[src/rtl/dbp_pkg.sv]
package dbp_pkg;

  typedef struct packed {
    logic band_hi;
    logic mod_n;
  } dbp_cfg_t;

  // Low band: divide-by-3 only on the last sub-period, and only for N+1.
  // High band: complement; divide-by-2 only on the last sub-period, and only for N.
  function automatic logic pick_three(dbp_cfg_t c, logic last_sub);
    if (c.band_hi) return ~(last_sub & c.mod_n);
    return last_sub & ~c.mod_n;
  endfunction

  function automatic int period_len(dbp_cfg_t c, int subs);
    int threes;
    if (c.band_hi) threes = c.mod_n ? subs - 1 : subs;
    else           threes = c.mod_n ? 0 : 1;
    return 2 * subs + threes;
  endfunction

endpackage

[src/rtl/dbp_stage23.sv]
module dbp_stage23 (
  input  logic clk_i,
  input  logic rst_i,
  input  logic take_three_i,
  output logic sub_end_o
);
  logic [1:0] ph_q;

  assign sub_end_o = take_three_i ? (ph_q == 2'd2) : (ph_q == 2'd1);

  always_ff @(posedge clk_i) begin
    if (rst_i)          ph_q <= 2'd0;
    else if (sub_end_o) ph_q <= 2'd0;
    else                ph_q <= ph_q + 2'd1;
  end

  // sub-periods last two or three cycles, never more
  p_phase_max_r1: assert property (@(posedge clk_i) disable iff (rst_i)
    ph_q != 2'd3);
  p_two_cycle_r1: assert property (@(posedge clk_i) disable iff (rst_i)
    (ph_q == 2'd1 && !take_three_i) |=> (ph_q == 2'd0));
endmodule

[src/rtl/dbp_subchain.sv]
module dbp_subchain #(
  parameter int SUB_BITS = 4
) (
  input  logic clk_i,
  input  logic rst_i,
  input  logic sub_end_i,
  output logic last_sub_o,
  output logic wrap_o
);
  logic [SUB_BITS-1:0] sub_q;

  assign last_sub_o = &sub_q;
  assign wrap_o     = sub_end_i & last_sub_o;

  always_ff @(posedge clk_i) begin
    if (rst_i)          sub_q <= '0;
    else if (sub_end_i) sub_q <= sub_q + 1'b1;
  end

  // the chain only moves at a sub-period boundary
  p_sub_hold_r1: assert property (@(posedge clk_i) disable iff (rst_i)
    !sub_end_i |=> $stable(sub_q));
  // after the period ends the chain restarts at zero
  p_sub_wrap_r7: assert property (@(posedge clk_i) disable iff (rst_i)
    wrap_o |=> (sub_q == '0));
endmodule

[src/rtl/dbp_modctl.sv]
module dbp_modctl
  import dbp_pkg::*;
(
  input  logic     clk_i,
  input  logic     rst_i,
  input  logic     band_hi_i,
  input  logic     mod_n_i,
  input  logic     wrap_i,
  input  logic     last_sub_i,
  output dbp_cfg_t cfg_o,
  output logic     take_three_o
);
  dbp_cfg_t cfg_q;

  always_ff @(posedge clk_i) begin
    if (rst_i || wrap_i) cfg_q <= '{band_hi: band_hi_i, mod_n: mod_n_i};
  end

  assign cfg_o        = cfg_q;
  assign take_three_o = pick_three(cfg_q, last_sub_i);

  // configuration is frozen inside a period
  p_cfg_hold_r5: assert property (@(posedge clk_i) disable iff (rst_i)
    !wrap_i |=> $stable(cfg_q));
  p_low_n_r1: assert property (@(posedge clk_i) disable iff (rst_i)
    (!cfg_q.band_hi && cfg_q.mod_n) |-> !take_three_o);
  p_low_np1_r2: assert property (@(posedge clk_i) disable iff (rst_i)
    (!cfg_q.band_hi && !cfg_q.mod_n && take_three_o) |-> last_sub_i);
  p_high_np1_r3: assert property (@(posedge clk_i) disable iff (rst_i)
    (cfg_q.band_hi && !cfg_q.mod_n) |-> take_three_o);
  p_high_n_r4: assert property (@(posedge clk_i) disable iff (rst_i)
    (cfg_q.band_hi && cfg_q.mod_n && !take_three_o) |-> last_sub_i);
endmodule

[src/rtl/dbp_prescaler.sv]
module dbp_prescaler
  import dbp_pkg::*;
#(
  parameter int SUB_BITS = 4
) (
  input  logic clk_i,
  input  logic rst_i,
  input  logic band_hi_i,
  input  logic mod_n_i,
  output logic pulse_o
);
  localparam int SUBS  = 1 << SUB_BITS;
  localparam int CYC_W = $clog2(3 * SUBS + 1);

  logic     take_three, sub_end, last_sub, wrap;
  dbp_cfg_t cfg;

  dbp_stage23 u_stage (
    .clk_i(clk_i), .rst_i(rst_i),
    .take_three_i(take_three), .sub_end_o(sub_end)
  );

  dbp_subchain #(.SUB_BITS(SUB_BITS)) u_chain (
    .clk_i(clk_i), .rst_i(rst_i), .sub_end_i(sub_end),
    .last_sub_o(last_sub), .wrap_o(wrap)
  );

  dbp_modctl u_ctl (
    .clk_i(clk_i), .rst_i(rst_i),
    .band_hi_i(band_hi_i), .mod_n_i(mod_n_i),
    .wrap_i(wrap), .last_sub_i(last_sub),
    .cfg_o(cfg), .take_three_o(take_three)
  );

  assign pulse_o = wrap;

  // Independent cycle count per period, used only by the checks below.
  logic [CYC_W-1:0] cyc_q;
  always_ff @(posedge clk_i) begin
    if (rst_i || wrap) cyc_q <= CYC_W'(1);
    else               cyc_q <= cyc_q + 1'b1;
  end

  // period length matches the captured configuration
  p_period_len_r1: assert property (@(posedge clk_i) disable iff (rst_i)
    wrap |-> (int'(cyc_q) == period_len(cfg, SUBS)));
  p_pulse_single_r7: assert property (@(posedge clk_i) disable iff (rst_i)
    pulse_o |=> !pulse_o);
  p_reset_quiet_r6: assert property (@(posedge clk_i)
    rst_i |=> !pulse_o);
endmodule

[config.mk]
export PLATFORM = sky130hd
export DESIGN_NAME = dbp_prescaler
export DESIGN_NICKNAME = d
export VERILOG_FILES = /design/src/rtl/dbp_pkg.sv /design/src/rtl/dbp_stage23.sv /design/src/rtl/dbp_subchain.sv /design/src/rtl/dbp_modctl.sv /design/src/rtl/dbp_prescaler.sv
export SDC_FILE = /design/constraint.sdc
export NUM_CORES = 1
export LEC_CHECK = 0
export BUFFER_PORTS_ARGS = -buffer_cell sky130_fd_sc_hd__buf_2
export CAP_MARGIN = 10
export CORE_AREA = 4 4 41 43
export CTS_BUF_LIST = sky130_fd_sc_hd__clkbuf_16
export DETAILED_ROUTE_END_ITERATION = 10
export DIE_AREA = 0 0 45 47
export PLACE_DENSITY = 0.49
export SYNTH_ARGS = -nofsm -noshare
export SYNTH_HDL_FRONTEND = slang
export SYNTH_SLANG_ARGS = --single-unit
[constraint.sdc]
create_clock -name clk_i -period 3.92 [get_ports clk_i]
set_input_delay 0.196 -clock clk_i [delete_from_list [all_inputs] [get_ports clk_i]]
set_output_delay 0.196 -clock clk_i [all_outputs]
set_load 0.05 [all_outputs]
==> results of run 1 <==
-- sequential cells by signal, indices dropped and copies added (netlist names) --
name / count
u_stage.ph_q: 2
u_chain.sub_q: 4
u_ctl.cfg_o: 2
-- worst register-to-register path: cells and delay by family (launching register included) --
family | cells | cell delay, ns
AO/OA/AOI/OAI | 1 | 0.13
AND/OR/NAND/NOR | 2 | 0.59
flip-flops | 1 | 0.39
multiplexers | 1 | 0.53
-- kinds of logic (layout without fill, tap and decap cells) --
group / count (synthesis) / in the layout / synth area share [%]
simple gates: 15 / 15 / 20.60
xor+xnor: 1 / 1 / 2.326
fa+ha+maj: 1 / 1 / 3.322
mux: 4 / 4 / 14.29
flops: 8 / 8 / 47.84
buf+inv: 3 / 10 / 2.990
compound gates: 6 / 6 / 8.638
-- cell type report --
cell class | count | share of cell area (%)
clock buffers | 3 | 15.31
inverters | 3 | 2.296
multi-input cells | 27 | 37.76
flip-flops and latches | 8 | 36.73
well taps | 15 | 3.827
repair buffers | 4 | 4.082
-- power by group through the flow --
stage / Clock, mW / Sequential (mW) / Combinational, mW
finish: 0.174 / 0.0928 / 0.0159
global route: 0.182 / 0.0933 / 0.0184
CTS: 0.179 / 0.0927 / 0.0163
detailed placement: 0 / 0.0940 / 0.0162
global placement: 0 / 0.0938 / 0.0156
floorplan: 0 / 0.0933 / 0.0119
-- worst paths after layout --
kind | to
setup / recovery | u_chain.sub_q[3]$_SDFFE_PP0N_
hold / removal | u_ctl.cfg_o[1]$_DFFE_PP_
setup reg to reg | u_chain.sub_q[3]$_SDFFE_PP0N_
hold reg to reg | u_stage.ph_q[0]$_SDFF_PP0_
-- layout by cell type (no fill, tap or decap) --
master     instances
or3_1              2
a21oi_1            3
xor2_1             1
mux4_2             1
nand3_1            2
clkbuf_16          3
edfxtp_1           2
nand2_1            2
nor2_1             4
a211oi_1           1
dfxtp_1            6
buf_2              4
mux2i_1            2
inv_1              2
or2_0              1
mux2_2             1
or2_2              1
o21ai_1            2
ha_1               1
nand3b_1           1
clkinv_1           1
nand2b_1           2
-- per-stage QoR --
stage	area [µm²]	utilization [%]	setup slack, ns	total power [mW]	hold WS (ns)
2_1_floorplan	376.6	-	1.924	0.1052	0.2651
3_3_place_gp	415.4	31.92	2.232	0.1094	0.3766
3_5_place_dp	415.4	31.92	2.213	0.1102	0.3743
4_1_cts	490.5	37.69	2.203	0.2879	0.1307
5_1_grt	490.5	37.69	2.103	0.2940	0.1431
6_report	490.5	37.69	2.207	0.2827	0.1346
-- cell usage after synthesis --
cell and count:
ha_1 1, a211oi_1 1, inv_1 2, nand2_1 2, or2_2 1, clkinv_1 1
mux2i_1 2, mux2_2 1, nand3b_1 1, xor2_1 1, or3_1 2, mux4_2 1
nand2b_1 2, dfxtp_1 6, o21ai_1 2, edfxtp_1 2, nor2_1 4, nand3_1 2
a21oi_1 3, or2_0 1
-- metal layers --
metal / GRT usage [%] / vias up
li1: - / 149
met5: 0 / -
met1: 7.639 / 130
met3: 4.598 / 5
met4: 10.53 / 0
met2: 13.56 / 8
==> summary.md, run 1 <==
| Metric | Value |
|---|---|
| Slew headroom | 83.38% |
| CTS sink count | 8 |
| # resized after CTS | 0 |
| Hold WC Path Type | in -> reg |
| Die H | 47 µm |
| Area contributors post-synth | dfxtp_1 32%, edfxtp_1 16%, mux4_2 6.0%, mux2i_1 5.3%, a21oi_1 4.0% |
| Initial antenna violation count | 0 |
| Die Area | 2115 µm² |
| Global-route congestion overflow total | 0 |
| Synth Net Count | 43 |
| Pwr Density | 576.4 nW/µm² |
| Sequential Power Share | roughly a third |
| Met3 Wirelength | approximately 55 µm |
| Data required, critical path | between 4 and 5 ns |
| Clock Latency Late Sink | about 0.23 ns |
| Cell family with most CP delay | simple AND/OR/NAND/NOR gates |
| Share of the synthesized area in the top cell type | 31.89% |
| Starting Density | 28.94% |
| H-tree depth | 1 |
| Register area | about 180 µm² |
| Die width | around 45 µm |
| Drt pass-1 iters | 1 |
| Detail Placement HPWL | between 500 and 600 µm |
| CP max stage delay | 0.53 ns |
| Yosys top cell by area | dfxtp_1 |
| Area growth, synth to finish | 30.23% |
| Yosys reg bits | 8 |
| DRT iter0 DRCs | 0 |
| DP Cell Count | 57 |
| First-pass GRT wire length | 1186 µm |
| CP endpoint kind | flop |
| CP startpoint | u_ctl.cfg_o[1]$_DFFE_PP_ |
| Rows | 13 |
| CP Class | reg -> reg |
| Final critical-path share of the clock period | a little over two fifths |
| Layout cells sized above 1 | 22.22% |
| Wl on met1 | 257 µm |
| Nets | 52 |
| Cell with the largest stage delay on the worst path | mux4_2 |
| Root buffer cell | clkbuf_16 |
| Max Slew Vio Count | 0 |
| CP Cell Sequence | or2_0 -> mux4_2 -> or3_1 -> a21oi_1 |
| Sw frac | 18.86% |
| Core box area | 1301 µm² |
| Skew final | between 0.0015 and 0.002 ns |
| P_sw | 0.05333 mW |
| Max IR drop VDD | 291.0 µV |
| Clock transition at path regs | 0.04 ns |
| Internal Power | 0.2294 mW |
| Max Cap Violations | 0 |
| Combinational share of power | 5.6% |
| Via count | 292 |
| RD Place Congestion | 0.6526 |
| Vias in the first global route | 295 |
| Crit path max fanout | 6 |
| Setup bufs post-CTS | 0 |
| CTS tree | built |
| R2R depth | 4 |
| Aggregate global-route resource usage | between 8 and 9% |
| Fin crit period | 1.713 ns |
| Crit start category | flop |
| DR WL met2 | 331 µm |
| Pin count of the biggest net entering global routing | 8 |
| Final hold violations | 0 |
| Distinct cells, synth | 20 |
| Reg2Reg Setup Slack | roughly 2.2 ns |
| DR vias/cell | 4.867 |
| CTS Hold Bufs | 0 |
| Layout Cells excl Fill | 60 |
| Min-Delay Startpoint | band_hi_i |
| Area of the multi-input gates | 185.2 µm² |
| Setup TNS | 0 ns |
| Synth Warn # | 0 |
| Max Freq | 583.6 MHz |
| WL per Instance | around 11 µm |
| Antenna diodes | 0 |
| Clk pwr share | 61.5% |
| Post-Syn Area | about 380 µm² |
| Buffer depth of the longest clock path | 2 |
| TritonCTS Buffers | 3 |
| FILL cells | 140 |
| DRC Markers | 0 |
| Top sig layer | met4 |
| Post-synthesis cell count | 38 |
| Actual slew at the worst max-slew pin | about 0.24 ns |
| Hold Path Stages | 1 |
| Unrepaired setup endpoints after global routing | no |
| Critical R2R Launch | u_ctl.cfg_o[1]$_DFFE_PP_ |
| Outcome | finished, final reports clean |
| Setup-failing EPs final | 0 |
| Worst path arrival time | around 1.9 ns |
| Critical path depth in cells | 4 |
| Worst Path Buf+Inv | 0 |
| Antenna viol nets, final | 0 |
| Post-synthesis sequential area ratio | 47.84% |
| Syn Area/Cell | 9.911 µm² |
| Drt total wl | 680 µm |
| Cell leakage power | between 0.15 and 0.2 nW |
| Port Buf Inserts | 4 |
| IO Pins | 5 |
(Power assumes the default switching activity.)
==> run 2, diff against run 1 <==
==> constraint.sdc (replaced) <==
create_clock -name clk_i -period 1.7 [get_ports clk_i]
set_input_delay 0.085 -clock clk_i [delete_from_list [all_inputs] [get_ports clk_i]]
set_output_delay 0.085 -clock clk_i [all_outputs]
set_load 0.05 [all_outputs]
==> summary.md, run 2 (synthesized netlist as in run 1, its figures left out) <==
| Metric | Value |
|---|---|
| Pwr Density | approximately 1200 nW/µm² |
| Fin crit period | 1.649 ns |
| Rows | 13 |
| Initial antenna violation count | 0 |
| Critical R2R Launch | u_ctl.cfg_o[0]$_DFFE_PP_ |
| Slew headroom | 83.20% |
| DRT iter0 DRCs | 8 |
| Clock Latency Late Sink | ~0.23 ns |
| Skew final | 0.004443 ns |
| Core box area | 1301 µm² |
| Area growth, synth to finish | 40.86% |
| CTS Hold Bufs | 0 |
| CTS sink count | 8 |
| Die width | around 45 µm |
| Global-route congestion overflow total | 0 |
| Worst path arrival time | 1.81 ns |
| Worst Hold Path EP | u_ctl.cfg_o[0]$_DFFE_PP_ |
| WL per Instance | 13.89 µm |
| Largest register FFs | 4 |
| Outcome | finished, final reports clean |
| Buffer depth of the longest clock path | 2 |
| RR Endpoint | u_chain.sub_q[3]$_SDFFE_PP0N_ |
| Aggregate global-route resource usage | a little over a tenth |
| Cell with the largest stage delay on the worst path | mux4_2 |
| DRC Markers | 0 |
| Pin count of the biggest net entering global routing | 8 |
| Drt total wl | 875 µm |
| Setup TNS | 0 ns |
| CTS tree | built |
| Final hold violations | 0 |
| R2R depth | 4 |
| Via count | 300 |
| Root buffer cell | clkbuf_16 |
| Area of the multi-input gates | 201.4 µm² |
| Max IR drop VDD | 616.5 µV |
| CP startpoint | u_ctl.cfg_o[0]$_DFFE_PP_ |
| Cell leakage power | 0.2141 nW |
| Clock transition at path regs | 0.04 ns |
| Hold Path Stages | 1 |
| Setup-failing EPs final | 0 |
| CP Cell Sequence | nand2b_1 -> mux4_2 -> or3_1 -> a21oi_1 |
| Worst Path Buf+Inv | 0 |
| Min Hold Slack | 0.03185 ns |
| CP max stage delay | roughly 0.51 ns |
| Final critical-path share of the clock period | 97.02% |
| CP endpoint kind | flop |
| FILL cells | 138 |
| Die H | 47 µm |
| Layout cells sized above 1 | 35.42% |
| Die Area | 2115 µm² |
| Cell family with most CP delay | simple AND/OR/NAND/NOR gates |
| Vias in the first global route | 342 |
| Most frequent cells in the layout | 5 x dfxtp_1, 4 x buf_2, 3 x nor2_1, 3 x clkbuf_16, 3 x buf_4 |
| Data required, critical path | 1.86 ns |
| Max Slew Vio Count | 0 |
| Antenna viol nets, final | 0 |
| Max Cap Violations | 0 |
| H-tree depth | 1 |
| First-pass GRT wire length | 1497 µm |
| Reg2Reg Setup Slack | 0.05 ns |
| Crit start category | flop |
| Antenna diodes | 0 |
| Unrepaired setup endpoints after global routing | no |
| Register area | roughly 180 µm² |
| Max Freq | 606.3 MHz |
| Drt pass-1 iters | 2 |
| Leading cell type in the layout, fill and taps excluded | dfxtp_1 |
| RD Place Congestion | 0.7439 |
| Actual slew at the worst max-slew pin | between 0.2 and 0.25 ns |
| Starting Density | 28.94% |
| Min-Delay Startpoint | mod_n_i |
| Port Buf Inserts | 4 |
| IO Pins | 5 |
| CP Class | reg -> reg |
| Hold WC Path Type | in -> reg |
| TritonCTS Buffers | 3 |
| Nets | 55 |
| Biggest register | u_chain.sub_q |
| Detail Placement HPWL | 663.1 µm |
| Crit path max fanout | 3 |
| DR vias/cell | 4.762 |
[run 2: cell type report]
class / count / share of cell area [%]
Tap cell: 15 / 3.538
Clock buffer: 3 / 14.15
Sequential cell: 8 / 34.20
Inverter: 3 / 2.123
Timing Repair Buffer: 7 / 8.019
Multi-Input combinational cell: 27 / 37.97
[run 2: power breakdown]
group	total, mW	internal (mW)	switching (mW)
logic	0.0460	0.0231	0.0228
clock network	0.390	0.303	0.0869
registers	0.215	0.207	0.00844
[run 2: stage by stage]
stage,power (mW),utilization (%),setup WS [ns],instances,cell area (µm²)
floorplan,0.2438,-,0.04839,38,384.1
global placement,0.2554,33.65,0.06300,59,437.9
detailed placement,0.2607,33.65,-0.02605,59,437.9
CTS,0.6611,40.29,0.01263,63,524.3
global route,0.6821,40.77,0.001786,63,530.5
finish,0.6507,40.77,0.05070,63,530.5
[run 2: worst max-delay path by stage]
stage                                                to  depth (start not counted)
final                     u_chain.sub_q[3]$_SDFFE_PP0N_                          4
after detailed placement  u_chain.sub_q[2]$_SDFFE_PP0N_                          4
after global placement    u_chain.sub_q[3]$_SDFFE_PP0N_                          4
after CTS                 u_chain.sub_q[2]$_SDFFE_PP0N_                          4
after global routing      u_chain.sub_q[3]$_SDFFE_PP0N_                          4
after floorplan           u_chain.sub_q[3]$_SDFFE_PP0N_                          4
[run 2: timing repair]
item / 4_1_cts / 5_1_grt
resized for setup: 1 / 2
buffers inserted: 1 / 0
setup endpoints to repair: 2 / 3
pin swaps: 0 / 3
[run 2: metal layers]
layer  up-vias  part of all wire (%)  track usage (%)
met1       144                    38            9.238
met2         2                    58            20.34
met4         0                   1.1            7.018
met5         -                     0                0
li1        152                     -                -
met3         2                   2.4            4.598
[run 2: worst reg2reg max path: stages, from the launching register on]
cell and delay (ns):
edfxtp_1 0.40, nand2b_1 0.19, mux4_2 0.51, or3_1 0.36
a21oi_1 0.12
==> run 3, diff against run 2 <==
--- a/config.mk
+++ b/config.mk
@@ -9,9 +9,11 @@
 export CAP_MARGIN = 10
 export CORE_AREA = 4 4 41 43
 export CTS_BUF_LIST = sky130_fd_sc_hd__clkbuf_16
+export CTS_CLUSTER_DIAMETER = 50
 export DETAILED_ROUTE_END_ITERATION = 10
 export DIE_AREA = 0 0 45 47
 export PLACE_DENSITY = 0.49
+export REMOVE_ABC_BUFFERS = 1
 export SYNTH_ARGS = -nofsm -noshare
 export SYNTH_HDL_FRONTEND = slang
 export SYNTH_SLANG_ARGS = --single-unit
==> constraint.sdc (replaced) <==
create_clock -name clk_i -period 1.9 [get_ports clk_i]
set_input_delay 0.095 -clock clk_i [delete_from_list [all_inputs] [get_ports clk_i]]
set_output_delay 0.095 -clock clk_i [all_outputs]
set_load 0.05 [all_outputs]
==> summary.md, run 3 (synthesized netlist as in run 1, its figures left out) <==
| Metric | Value |
|---|---|
| Outcome | finished, final reports clean |
| Area growth, synth to finish | 30.23% |
| CP Cell Sequence | or2_0 -> mux4_2 -> or3_1 -> a21oi_1 |
| Crit path max fanout | 6 |
| Max Slew Vio Count | 0 |
| Data required, critical path | 2.06 ns |
| Crit start category | flop |
| CP endpoint kind | flop |
| Detail Placement HPWL | roughly 470 µm |
| Drt pass-1 iters | 3 |
| Worst Hold Path EP | u_ctl.cfg_o[1]$_DFFE_PP_ |
| Antenna viol nets, final | 0 |
| Via count | 289 |
| CTS tree | built |
| RD Place Congestion | 0.6525 |
| Core Util, Final | 37.69% |
| Cell family with most CP delay | simple AND/OR/NAND/NOR gates |
| Critical R2R Launch | u_ctl.cfg_o[1]$_DFFE_PP_ |
| Port Buf Inserts | 4 |
| Reg2Reg Setup Slack | 0.18 ns |
| Max Freq | 580.4 MHz |
| Biggest register | u_chain.sub_q |
| Die width | 45 µm |
| DP Area | between 400 and 500 µm² |
| Pwr Density | 1159 nW/µm² |
| Drt total wl | around 560 µm |
| Die H | 47 µm |
| Worst slack, placed | approximately 0.17 ns |
| WL per Instance | 9.350 µm |
| Leading cell type in the layout, fill and taps excluded | dfxtp_1 |
| CTS Hold Bufs | 0 |
| # resized after CTS | 0 |
| Cell leakage power | 0.1984 nW |
| Antenna diodes | 0 |
| CP max stage delay | 0.53 ns |
| RR Endpoint | u_chain.sub_q[3]$_SDFFE_PP0N_ |
| DR vias/cell | 4.817 |
| Core box area | 1301 µm² |
| Setup TNS | 0 ns |
| H-tree depth | 1 |
| Largest register FFs | 4 |
| Setup bufs post-CTS | 0 |
| Hold Path Stages | 1 |
| Design Area, Final | 490.5 µm² |
| DRT iter0 DRCs | 2 |
| Total Power | 0.5683 mW |
| Skew final | 0.001570 ns |
| Hold WC Path Type | in -> reg |
| Final critical-path share of the clock period | 90.68% |
| Die Area | 2115 µm² |
| Buffer depth of the longest clock path | 2 |
| Worst path arrival time | 1.88 ns |
| Starting Density | 28.94% |
| Max IR drop VDD | 925.6 µV |
| Layout cells sized above 1 | 22.22% |
| Actual slew at the worst max-slew pin | 0.2089 ns |
| Final hold violations | 0 |
| Aggregate global-route resource usage | 7.296% |
| CTS sink count | 8 |
| Vias in the first global route | 262 |
| Worst Path Buf+Inv | 0 |
| Final WS setup | about 0.18 ns |
| Global-route congestion overflow total | 0 |
| Min-Delay Startpoint | band_hi_i |
| Min Hold Slack | ~0.042 ns |
| TritonCTS Buffers | 3 |
| Cell with the largest stage delay on the worst path | mux4_2 |
| Unrepaired setup endpoints after global routing | no |
| CP Class | reg -> reg |
| First-pass GRT wire length | 1021 µm |
| Initial antenna violation count | 0 |
| R2R depth | 4 |
| Clock transition at path regs | 0.04 ns |
| Slew headroom | about 86% |
| FILL cells | 128 |
| Layout Cells excl Fill | 60 |
| Most frequent cells in the layout | 6 x dfxtp_1, 4 x nor2_1, 4 x buf_2 |
| Rows | 13 |
| DRC Markers | 0 |
| Setup-failing EPs final | 0 |
| Root buffer cell | clkbuf_16 |
| IO Pins | 5 |
| Max Cap Violations | 0 |
| DP Cell Count | 57 |
| Nets | 52 |
| Clock Latency Late Sink | 0.23 ns |
| Pin count of the biggest net entering global routing | 8 |
| Fin crit period | 1.723 ns |
==> run 3: changes by cell type in the layout (fill, tap and decap cells not counted) <==
cell     delta
a21oi_2     -1
buf_4       -3
nor2_1      +1
dfxtp_2     -1
a21oi_1     +1
or3_1       +1
nor2_4      -1
or3_4       -1
dfxtp_1     +1
==> run 3: layer usage <==
layer	wire [µm]	track usage [%]	share of wire, %
met1	241	7.356	43
met2	261	11.02	47
met3	42	4.598	7.5
met4	16	5.263	2.9
met5	0	0	0
==> run 3: power by group <==
group	switching, mW	internal, mW	total, mW
logic	0.0155	0.0170	0.0325
registers	0.00662	0.185	0.191
clock network	0.0740	0.270	0.345
==> run 3: layout make-up <==
| cell class | instances | area [µm²] | area share, % |
|---|---|---|---|
| flip-flops and latches | 8 | 180.2 | 36.73 |
| repair buffers | 4 | 20.02 | 4.082 |
| well taps | 15 | 18.77 | 3.827 |
| multi-input cells | 27 | 185.2 | 37.76 |
| inverters | 3 | 11.26 | 2.296 |
| clock buffers | 3 | 75.07 | 15.31 |
==> run 3: worst register-to-register path: cells and delay by family (launching register included) <==
kind,cells,cell delay (ns)
flip-flops,1,0.39
multiplexers,1,0.53
AND/OR/NAND/NOR,2,0.58
AO/OA/AOI/OAI,1,0.14
==> run 3: worst max-delay path by stage <==
stage | slack [ns] | to | depth (start not counted) | start
floorplan | -0.1 | u_ctl.cfg_o[0]$_DFFE_PP_ | 4 | u_ctl.cfg_o[0]$_DFFE_PP_
global placement | 0.22 | u_chain.sub_q[3]$_SDFFE_PP0N_ | 4 | u_ctl.cfg_o[1]$_DFFE_PP_
CTS | 0.16 | u_chain.sub_q[3]$_SDFFE_PP0N_ | 4 | u_ctl.cfg_o[1]$_DFFE_PP_
detailed placement | 0.17 | u_chain.sub_q[3]$_SDFFE_PP0N_ | 4 | u_ctl.cfg_o[1]$_DFFE_PP_
finish | 0.18 | u_chain.sub_q[3]$_SDFFE_PP0N_ | 4 | u_ctl.cfg_o[1]$_DFFE_PP_
global route | 0.09 | u_chain.sub_q[3]$_SDFFE_PP0N_ | 4 | u_ctl.cfg_o[1]$_DFFE_PP_
